## config.mk

```make
export PLATFORM = sky130hd
export DESIGN_NAME = dma_busmaster_regs
export DESIGN_NICKNAME = d
export VERILOG_FILES = /design/src/rtl/dma_busmaster_pkg.sv /design/src/rtl/dcr_cmd_ctl.sv /design/src/rtl/dcr_base_reg.sv /design/src/rtl/dcr_irq_stat.sv /design/src/rtl/dma_busmaster_regs.sv
export SDC_FILE = /design/constraint.sdc
export NUM_CORES = 1
export LEC_CHECK = 0
export BUFFER_PORTS_ARGS = -buffer_cell sky130_fd_sc_hd__buf_2
export CORE_MARGIN = 3
export CORE_UTILIZATION = 30
export CTS_CLUSTER_DIAMETER = 40
export CTS_CLUSTER_SIZE = 14
export DETAILED_ROUTE_END_ITERATION = 16
export PLACE_DENSITY_LB_ADDON = 0.25
export SYNTH_ARGS = -nofsm -noshare
export SYNTH_HDL_FRONTEND = slang
export SYNTH_SLANG_ARGS = --single-unit
```

## constraint.sdc

```tcl
create_clock -name clk -period 5.9 [get_ports clk]
set_input_delay 0 -clock clk [delete_from_list [all_inputs] [get_ports clk]]
set_output_delay 0 -clock clk [all_outputs]
set_load 0.005 [all_outputs]
```

## src/rtl/dma_busmaster_pkg.sv

```systemverilog
`timescale 1ns/1ps
// Shared definitions for the bus-master DMA register file.
// Assumes a host port that selects one register per access.
package dma_busmaster_pkg;

    typedef enum logic [1:0] {
        SEL_CMD  = 2'd0,
        SEL_STAT = 2'd1,
        SEL_BASE = 2'd2,
        SEL_NONE = 2'd3
    } dcr_sel_e;

    // Command register bit positions (software decodes these).
    localparam int CMD_GO_BIT  = 0;
    localparam int CMD_DIR_BIT = 3;

    // Status register bit positions.
    localparam int STAT_ACT_BIT = 0;
    localparam int STAT_ERR_BIT = 1;
    localparam int STAT_IRQ_BIT = 2;

    // Access size code to byte count.
    function automatic logic [2:0] acc_bytes(input logic [1:0] size_code);
        case (size_code)
            2'd0:    acc_bytes = 3'd1;
            2'd1:    acc_bytes = 3'd2;
            default: acc_bytes = 3'd4;
        endcase
    endfunction

endpackage

```

## src/rtl/dcr_cmd_ctl.sv

```systemverilog
`timescale 1ns/1ps
// Command register and channel activity control.
// Stores start and direction, turns start-bit changes into one-cycle
// strobes, and tracks the active bit against walker completions.
// Assumes cmd_wr is already qualified to offset 0 of the command register.
module dcr_cmd_ctl
    import dma_busmaster_pkg::*;
(
    input  logic       clk,
    input  logic       rst_n,
    input  logic       cmd_wr,
    input  logic [7:0] cmd_wdata,
    input  logic       walk_done,
    input  logic       walk_more,
    output logic       go_q,
    output logic       dir_q,
    output logic       active_q,
    output logic       start_pulse,
    output logic       cancel_pulse,
    output logic       reload
);

    logic new_go;
    logic flip;
    logic rise;
    logic fall;

    // Detect a change of the stored start bit.
    always_comb begin
        new_go = cmd_wdata[CMD_GO_BIT];
        flip   = cmd_wr && (new_go != go_q);
        rise   = flip && new_go;
        fall   = flip && !new_go;
    end

    assign reload = rise;

    // Register command bits, strobes and the active state.
    always_ff @(posedge clk) begin
        if (!rst_n) begin
            go_q         <= 1'b0;
            dir_q        <= 1'b0;
            active_q     <= 1'b0;
            start_pulse  <= 1'b0;
            cancel_pulse <= 1'b0;
        end else begin
            start_pulse  <= rise && !active_q;
            cancel_pulse <= fall;
            if (cmd_wr) begin
                go_q  <= new_go;
                dir_q <= cmd_wdata[CMD_DIR_BIT];
            end
            if (fall) begin
                active_q <= 1'b0;
            end else if (rise) begin
                active_q <= 1'b1;
            end else if (walk_done) begin
                active_q <= walk_more;
            end
        end
    end

    a_r1_dir_stored: assert property (@(posedge clk) disable iff (!rst_n)
        cmd_wr |=> (dir_q == $past(cmd_wdata[CMD_DIR_BIT])));

    a_r2_same_start_quiet: assert property (@(posedge clk) disable iff (!rst_n)
        (cmd_wr && (cmd_wdata[CMD_GO_BIT] == go_q)) |=> (!start_pulse && !cancel_pulse));

    a_r3_stop_cancels: assert property (@(posedge clk) disable iff (!rst_n)
        (cmd_wr && !cmd_wdata[CMD_GO_BIT] && go_q) |=> (cancel_pulse && !active_q));

    a_r4_start_sets_active: assert property (@(posedge clk) disable iff (!rst_n)
        (cmd_wr && cmd_wdata[CMD_GO_BIT] && !go_q) |=> active_q);

    a_r4_no_restart: assert property (@(posedge clk) disable iff (!rst_n)
        (cmd_wr && cmd_wdata[CMD_GO_BIT] && !go_q && active_q) |=> !start_pulse);

    a_r10_done_clears: assert property (@(posedge clk) disable iff (!rst_n)
        (walk_done && !walk_more && !cmd_wr) |=> !active_q);

    a_r10_more_keeps: assert property (@(posedge clk) disable iff (!rst_n)
        (walk_done && walk_more && !cmd_wr) |=> active_q);

endmodule

```

## src/rtl/dcr_base_reg.sv

```systemverilog
`timescale 1ns/1ps
// Descriptor-table base pointer with byte-lane writes and reads,
// plus the current table pointer that is loaded on each start.
// Assumes ADDR_W is a multiple of 8; low ALIGN_BITS of the base are zero.
module dcr_base_reg
    import dma_busmaster_pkg::*;
#(
    parameter int ADDR_W     = 32,
    parameter int ALIGN_BITS = 2,
    parameter int OFF_W      = $clog2(ADDR_W / 8)
) (
    input  logic              clk,
    input  logic              rst_n,
    input  logic              base_wr,
    input  logic [OFF_W-1:0]  base_off,
    input  logic [1:0]        base_size,
    input  logic [ADDR_W-1:0] base_wdata,
    input  logic              reload,
    output logic [ADDR_W-1:0] base_q,
    output logic [ADDR_W-1:0] cur_q,
    output logic [ADDR_W-1:0] base_rdata
);

    localparam int NLANES = ADDR_W / 8;
    localparam logic [ADDR_W-1:0] LOW_MASK = ADDR_W'((1 << ALIGN_BITS) - 1);

    logic [2:0]        nbytes;
    logic [ADDR_W-1:0] wr_shift;
    logic [ADDR_W-1:0] next_base;
    logic [ADDR_W-1:0] rd_mask;
    logic [NLANES-1:0] lane_hit;

    assign nbytes   = acc_bytes(base_size);
    assign wr_shift = base_wdata << (8 * base_off);

    // Per-lane write select and read mask.
    for (genvar g = 0; g < NLANES; g++) begin : g_lane
        assign lane_hit[g] = base_wr && (int'(base_off) <= g)
                             && (g < int'(base_off) + int'(nbytes));
        assign next_base[8*g +: 8] = lane_hit[g] ? wr_shift[8*g +: 8]
                                                 : base_q[8*g +: 8];
        assign rd_mask[8*g +: 8]   = (g < int'(nbytes)) ? 8'hFF : 8'h00;
    end

    // Read view: addressed bytes shifted down and trimmed to the width.
    assign base_rdata = (base_q >> (8 * base_off)) & rd_mask;

    // Hold the aligned base and load the current pointer on start.
    always_ff @(posedge clk) begin
        if (!rst_n) begin
            base_q <= '0;
            cur_q  <= '0;
        end else begin
            if (base_wr) begin
                base_q <= next_base & ~LOW_MASK;
            end
            if (reload) begin
                cur_q <= base_q;
            end
        end
    end

    a_r5_lane_keep: assert property (@(posedge clk) disable iff (!rst_n)
        (base_wr && (base_off == '0) && (base_size == 2'd0))
        |=> (base_q[ADDR_W-1:8] == $past(base_q[ADDR_W-1:8])));

    a_r5_idle_keep: assert property (@(posedge clk) disable iff (!rst_n)
        !base_wr |=> $stable(base_q));

    a_r4_reload_ptr: assert property (@(posedge clk) disable iff (!rst_n)
        reload |=> (cur_q == $past(base_q)));

endmodule

```

## src/rtl/dcr_irq_stat.sv

```systemverilog
`timescale 1ns/1ps
// Sticky interrupt and error status bits with write-1-to-clear,
// and the pass-through of the drive interrupt to the host.
// Assumes stat_wr is already qualified to offset 0 of the status register.
module dcr_irq_stat
    import dma_busmaster_pkg::*;
(
    input  logic       clk,
    input  logic       rst_n,
    input  logic       drv_irq,
    input  logic       walk_err,
    input  logic       stat_wr,
    input  logic [7:0] stat_wdata,
    output logic       irq_q,
    output logic       err_q,
    output logic       host_irq
);

    // Forward the drive level unchanged in both directions.
    assign host_irq = drv_irq;

    // Latch on set requests, clear on a write of 1; set wins.
    always_ff @(posedge clk) begin
        if (!rst_n) begin
            irq_q <= 1'b0;
            err_q <= 1'b0;
        end else begin
            if (drv_irq) begin
                irq_q <= 1'b1;
            end else if (stat_wr && stat_wdata[STAT_IRQ_BIT]) begin
                irq_q <= 1'b0;
            end
            if (walk_err) begin
                err_q <= 1'b1;
            end else if (stat_wr && stat_wdata[STAT_ERR_BIT]) begin
                err_q <= 1'b0;
            end
        end
    end

    a_r7_irq_latch: assert property (@(posedge clk) disable iff (!rst_n)
        drv_irq |=> irq_q);

    a_r8_irq_hold: assert property (@(posedge clk) disable iff (!rst_n)
        (!drv_irq && !(stat_wr && stat_wdata[STAT_IRQ_BIT]))
        |=> (irq_q == $past(irq_q)));

    a_r9_err_clear: assert property (@(posedge clk) disable iff (!rst_n)
        (stat_wr && stat_wdata[STAT_ERR_BIT] && !walk_err) |=> !err_q);

    a_r9_err_set: assert property (@(posedge clk) disable iff (!rst_n)
        walk_err |=> err_q);

endmodule

```

## src/rtl/dma_busmaster_regs.sv

```systemverilog
`timescale 1ns/1ps
// Host register file of one bus-master DMA channel.
// Decodes host accesses to command, status and table-base registers,
// drives start/cancel strobes to a descriptor walker and forwards the
// drive interrupt. Assumes one register is selected per access.
module dma_busmaster_regs
    import dma_busmaster_pkg::*;
#(
    parameter int ADDR_W     = 32,
    parameter int ALIGN_BITS = 2,
    parameter int OFF_W      = $clog2(ADDR_W / 8)
) (
    input  logic              clk,
    input  logic              rst_n,
    input  logic              host_wr,
    input  logic [1:0]        host_sel,
    input  logic [OFF_W-1:0]  host_off,
    input  logic [1:0]        host_size,
    input  logic [ADDR_W-1:0] host_wdata,
    output logic [ADDR_W-1:0] host_rdata,
    input  logic              drv_irq,
    output logic              host_irq,
    input  logic              walk_done,
    input  logic              walk_more,
    input  logic              walk_err,
    output logic              start_pulse,
    output logic              cancel_pulse,
    output logic              xfer_dir,
    output logic [ADDR_W-1:0] tbl_base,
    output logic [ADDR_W-1:0] cur_ptr
);

    dcr_sel_e          sel_e;
    logic              off_zero;
    logic              cmd_wr;
    logic              stat_wr;
    logic              base_wr;
    logic              go_q;
    logic              dir_q;
    logic              active_q;
    logic              reload;
    logic              irq_q;
    logic              err_q;
    logic [ADDR_W-1:0] base_rdata;

    // Decode the host access into per-register write enables.
    always_comb begin
        sel_e    = dcr_sel_e'(host_sel);
        off_zero = (host_off == '0);
        cmd_wr   = host_wr && (sel_e == SEL_CMD)  && off_zero;
        stat_wr  = host_wr && (sel_e == SEL_STAT) && off_zero;
        base_wr  = host_wr && (sel_e == SEL_BASE);
    end

    dcr_cmd_ctl u_cmd (
        .clk          (clk),
        .rst_n        (rst_n),
        .cmd_wr       (cmd_wr),
        .cmd_wdata    (host_wdata[7:0]),
        .walk_done    (walk_done),
        .walk_more    (walk_more),
        .go_q         (go_q),
        .dir_q        (dir_q),
        .active_q     (active_q),
        .start_pulse  (start_pulse),
        .cancel_pulse (cancel_pulse),
        .reload       (reload)
    );

    dcr_base_reg #(
        .ADDR_W     (ADDR_W),
        .ALIGN_BITS (ALIGN_BITS),
        .OFF_W      (OFF_W)
    ) u_base (
        .clk        (clk),
        .rst_n      (rst_n),
        .base_wr    (base_wr),
        .base_off   (host_off),
        .base_size  (host_size),
        .base_wdata (host_wdata),
        .reload     (reload),
        .base_q     (tbl_base),
        .cur_q      (cur_ptr),
        .base_rdata (base_rdata)
    );

    dcr_irq_stat u_stat (
        .clk        (clk),
        .rst_n      (rst_n),
        .drv_irq    (drv_irq),
        .walk_err   (walk_err),
        .stat_wr    (stat_wr),
        .stat_wdata (host_wdata[7:0]),
        .irq_q      (irq_q),
        .err_q      (err_q),
        .host_irq   (host_irq)
    );

    assign xfer_dir = dir_q;

    // Read multiplexer over the three registers.
    always_comb begin
        host_rdata = '0;
        unique case (sel_e)
            SEL_CMD: begin
                if (off_zero) begin
                    host_rdata[CMD_GO_BIT]  = go_q;
                    host_rdata[CMD_DIR_BIT] = dir_q;
                end
            end
            SEL_STAT: begin
                if (off_zero) begin
                    host_rdata[STAT_ACT_BIT] = active_q;
                    host_rdata[STAT_ERR_BIT] = err_q;
                    host_rdata[STAT_IRQ_BIT] = irq_q;
                end
            end
            SEL_BASE: host_rdata = base_rdata;
            default:  host_rdata = '0;
        endcase
    end

    a_r9_active_readonly: assert property (@(posedge clk) disable iff (!rst_n)
        (stat_wr && !walk_done) |=> (active_q == $past(active_q)));

    a_r4_strobes_exclusive: assert property (@(posedge clk) disable iff (!rst_n)
        !(start_pulse && cancel_pulse));

endmodule

```

# After elaboration in Yosys (flattened, before gate mapping)
# Index checks and enable logic that the tools add are counted.
# word_totals
regBits	67
output_inout_bits	100
# op_classes
n_lt_le_gt_ge	11
n_eq_ne	4
shift	2
mux	18
reduce_logical	31
add_sub_neg	1
n_bitwise	2
# ops
op	count
3-bit by 32-bit < comparator with 1-bit output (first input constant)	2
32-bit AND	1
1-bit by 32-bit < comparator with 1-bit output (first input constant)	1
2-bit by 32-bit < comparator with 1-bit output (first input constant)	1
8-bit 2-to-1 mux	4
32-bit by 5-bit << shifter with 32-bit output	1
32-bit by 5-bit >> shifter with 32-bit output	1
28-bit 2-to-1 mux	1
1-bit logical AND	18
1-bit 2-to-1 mux	8
2-bit AND reduction	4
2-bit zero test	3
1-bit by 3-bit < comparator with 1-bit output (first input constant)	2
2-bit by 3-bit < comparator with 1-bit output (first input constant)	2
3-bit case mux with 2 select lines	1
2-bit nonzero test	3
2-bit by 3-bit adder with 4-bit output	1
2-bit by 1-bit == test with 1-bit output (second input constant)	2
2-bit by 1-bit less-or-equal comparator with 1-bit output (second input constant)	2
2-bit case mux with 2 select lines	1
3-bit 2-to-1 mux	1
1-bit case mux with 3 select lines	1
2-bit == test (second input constant)	1
2-bit less-or-equal comparator (second input constant)	1
other kinds (5)	6

# Logic depth before layout (Yosys ltp)
# logic_depth
depth_word	6
mapped_depth	10
mapped_depth_nobuf	9

# Hierarchy
# From an unflattened synthesis, not the netlist that was laid out.
# unflattened
cells_unflattened	452
hier_area_um2	3955.0
# by_module_without_submodules
mod	cells_per_inst	seq_area_each_um2	n_inst	area_per_inst_um2
dcr_base_reg	373	1201.2	1	3337.0
dma_busmaster_regs	52	0.0	1	347.8
dcr_cmd_ctl	18	100.1	1	192.7
dcr_irq_stat	9	40.0	1	77.6

# Worst setup path after synthesis
# Ideal clock, no wire load.
# synth_timing
path_type	in2reg
start	input host_size[0]
end	register u_base.base_q[22]
t_arrival_ps	2146
path_slack_ps	3663
n_path_buf	1
stages	10
t_required_ps	5809
path_cell_list	or2_2 -> inv_1 -> ha_1 -> inv_1 -> fa_1 -> nand2b_1 -> a221oi_4 -> buf_6 -> a21oi_1 -> a311oi_1
# synth_via
elab_chain_len	6
elab_cells_between_ends	7
# synth_lines
element	line_no	source
from (decl)	dma_busmaster_regs.sv:18	input logic [1:0] host_size,
2-bit by 1-bit == test with 1-bit output or 2-bit zero test (tied branches)	dma_busmaster_pkg.sv:24	case (size_code)
3-bit case mux with 2 select lines *	dma_busmaster_pkg.sv:24	
2-bit by 3-bit adder with 4-bit output *	dcr_base_reg.sv:39	&& (g < int'(base_off) + int'(nbytes));
3-bit by 32-bit < comparator with 1-bit output *	dcr_base_reg.sv:39	
1-bit logical AND *	dcr_base_reg.sv:39	
2-bit AND reduction (no line) *	-	
to (signal assigned)	dcr_base_reg.sv:55	base_q <= next_base & ~LOW_MASK;
to (decl)	dcr_base_reg.sv:19	output logic [ADDR_W-1:0] base_q,
# Every way passes the cells marked *; elsewhere a longest branch is shown, timed or not.
# A chain may end at the register's enable or synchronous reset.

# Final worst setup path
# layout_timing
start	input host_off[0]
end	register u_base.base_q[16]
# layout_via
elab_chain_len	4
elab_cells_between_ends	7
# layout_lines
element	line_no	source
from (decl)	dma_busmaster_regs.sv:17	input logic [OFF_W-1:0] host_off,
2-bit by 3-bit adder with 4-bit output or 2-bit less-or-equal comparator (tied branches)	dcr_base_reg.sv:39, dcr_base_reg.sv:38	
3-bit by 32-bit < comparator with 1-bit output or 1-bit logical AND (tied branches)	dcr_base_reg.sv:39, dcr_base_reg.sv:38	
1-bit logical AND	dcr_base_reg.sv:39	
2-bit AND reduction (no line)	-	
# Several ways; a longest one is shown, not always the timed one.

==> flow_summary_export.csv <==
group,metric,value,unit
setup_path,r2r_slack,4.42,ns
finish,design_area,4950,um^2
logic_synthesis,ys_warn_count,0,
setup_path,worstSetupPathType,"in2reg",
hold_path,hold_depth,3,
pwr,p_per_area,252,nW/um^2
cts,clkTransAtPathRegs,0.06,ns
cts,clockBufferDepth,2,
pwr,ir_drop,0.161,mV
pwr,p_leak,2.27,nW
timing,fin_worst_skew,0.00583,ns
setup_path,regToRegEndpoint,"u_base.cur_q[9]",
setup_path,rr_startpoint,"u_cmd.go_q",
global_route,grtUsageMet1,0.242,
global_route,grt_remaining_overflow,0,
timing,rsz0062_at_grt,"false",
cts,clkLatencyLatePin,0.33,ns
die,die-area,14100,um^2
cts,clock-root-buffer,"clkbuf_16",
cts,clkSinkCount,67,
route,drtIter0Drc,195,
logic_synthesis,synth_edf_count,0,
global_route,grt_first_pass_wirelength,20200,um
global_route,antenna_found_initial,0,
cts,cts_tree,"built",
logic_synthesis,syn_area,3820,um^2
timing,setup_violations,0,
logic_synthesis,ys.flop_type,"dfxtp_1",
die,core,12200,um^2
cts,numCtsBuffers,9,
finish,layout_commonest_cell,"buf_2",
finish,final_cell_mix,"buf_2 (140), nand2_1 (72), dfxtp_1 (67), a21oi_1 (65), mux2i_1 (63)",
cts,post_cts_buffers,0,
finish,antennaDiodeCount,0,
setup_path,worstPathArrival,3.04,ns
route,post-route-drc-count,0,
global_route,met2_usage,0.285,
placed_design,dpl_cell_area,4550,um^2
run,cap_viol_max_count,0,
die,initial_utilization,0.313,
route,dr.pass1.iters,4,
logic_synthesis,avgSynthCellArea,8.41,um^2
logic_synthesis,synth_top_cell_by_area,"dfxtp_1",
global_route,use_met3,0.0301,
placed_design,dp_cells,734,
finish,post-route-util,0.405,
logic_synthesis,ys_types,48,
hold_path,hold_path_end,"u_base.base_q[2]",
setup_path,path_max_fanout,55,
logic_synthesis,yosys-top-cells-area,"dfxtp_1 (35%), mux2i_1 (17%), a21oi_1 (8.5%)",
logic_synthesis,ys_seq_elements,67,
setup_path,critPathRequiredTime,6.13,ns
finish,nets,635,
die,die_h,119,um
logic_synthesis,synth_top_cell_area_share,0.351,
setup_path,r2r.worst_path.cells,4,
finish,stdcell_count,755,
timing,fin_setup_tns,0,ns
hold_path,hp-class,"in2reg",
cts,cts_hold_buf,5,
die,ios,145,
cts,htree_num_levels,3,
placed_design,dp_slack,2.78,ns
timing,fmax,355,MHz
route,wirelength,12800,um
global_route,busiest_layer,"met2",
timing,layout_setup_ws,3.09,ns
route,drt-wirelength-per-cell,16.9,um
finish,drive_above_1_share,0.300,
logic_synthesis,synth_seq_area_share,0.351,
timing,finalCritPeriodShare,0.477,
timing,worst_slew_pin_slew,1.18,ns
die,rows,40,
global_route,grt_pass1_vias,3661,
run_status,status,"finished, final reports clean",
finish,fillers,1276,
placed_design,gp_congestion,0.853,
placed_design,place_hpwl,9320,um
global_route,track_usage,0.181,
placed_design,port_buffers,140,
route,routed_via_density,4.92,
hold_path,hold_start,"host_wdata[2]",
timing,layout_min_cycle_time,2.81,ns
timing,drv_slew,0,
timing,hold_violations,0,
logic_synthesis,async_flop_share,0,
cts,cts_resized,0,
logic_synthesis,netlist_instances,454,
die,die_x,119,um
setup_path,cp-end-kind,"flop",
timing,slew_headroom,0.214,
finish,areaGrowthSynthToFinish,29.6,%
global_route,grt_max_degree,66,
setup_path,crit_path_start_kind,"input pin",
route,vias,3714,
route,ant_nets,0,
==> synth_stat cells, types with 3 or more instances <==
| library cell | instances |
|---|---|
| nor2b_1 | 5 |
| and2_1 | 9 |
| inv_1 | 7 |
| clkbuf_1 | 9 |
| nor2_1 | 53 |
| a311oi_1 | 8 |
| nand2_1 | 72 |
| dfxtp_1 | 67 |
| a211oi_1 | 7 |
| buf_4 | 9 |
| ha_1 | 7 |
| nand2b_1 | 4 |
| nand4_1 | 3 |
| o211ai_1 | 6 |
| a21oi_1 | 65 |
| buf_2 | 10 |
| and3_1 | 6 |
| mux2i_1 | 63 |
| buf_6 | 5 |
| o21ai_0 | 6 |
==> metal layers <==
layer | wire length [um] | up-vias
met5 | 0 | -
met4 | 342 | 0
met3 | 860 | 21
met2 | 5820 | 125
met1 | 5740 | 1728
li1 | - | 1840
==> power by group <==
group          internal [mW]  switching, mW
clock network          0.412          0.206
logic                 0.0611         0.0912
registers              0.461         0.0134
total                  0.934          0.311
==> state kept, by name, indices dropped and copies added, names as in the netlist <==
name,flops
u_cmd.go_q,1
u_base.cur_q,30
u_base.base_q,30
u_cmd.start_pulse,1
u_cmd.cancel_pulse,1
u_stat.err_q,1
u_cmd.active_q,1
u_cmd.dir_q,1
u_stat.irq_q,1
==> area by class of cell <==
type	instances	area (um^2)	area share
sequential	67	1340	0.271
tap	168	210	0.0425
timing repair buffer	148	773	0.156
clock buffer	9	225	0.0455
inverter	8	30.0	0.00607
clock inverter	7	116	0.0235
multi-input combinational	348	2250	0.455
==> how the worst max path moves through the flow <==
stage / start / end / slack [ns] / depth (start not counted)
2_1_floorplan: host_size[0] / u_base.base_q[22] / 3.66 / 10
4_1_cts: host_off[0] / u_base.base_q[16] / 3.11 / 9
3_5_place_dp: host_off[0] / u_base.base_q[16] / 2.78 / 9
5_1_grt: host_off[0] / u_base.base_q[16] / 2.87 / 9
6_report: host_off[0] / u_base.base_q[16] / 3.09 / 9
3_3_place_gp: host_off[0] / u_base.base_q[20] / 2.95 / 9
==> kinds of logic (layout without fill, tap and decap cells) <==
| group | count (synthesis) | count (layout) | share of synthesized area |
|---|---|---|---|
| buffers and inverters | 42 | 172 | 0.0633 |
| muxes | 64 | 64 | 0.168 |
| other | 1 | 4 | 0.000983 |
| adders and majority gates | 8 | 8 | 0.0282 |
| DFF | 67 | 67 | 0.351 |
| AOI/OAI and AO/OA | 108 | 108 | 0.190 |
| and+or+nand+nor | 164 | 164 | 0.198 |
==> stage by stage <==
| step | power (mW) | hold slack (ns) |
|---|---|---|
| finish | 1.25 | 0.0152 |
| global route | 1.29 | 0.0189 |
| CTS | 1.26 | 0.00767 |
| detailed placement | 0.634 | 0.189 |
| global placement | 0.631 | 0.189 |
| floorplan | 0.581 | 0.0808 |
==> critical path: stages <==
cell      delay [ns]
buf_2           0.07
buf_4           0.67
ha_1            0.35
inv_1           0.08
fa_1            0.54
nand2b_1        0.25
a221oi_4        0.63
a21oi_1         0.15
a311oi_1        0.28
No activity file was read; power rests on OpenSTA's default activity.
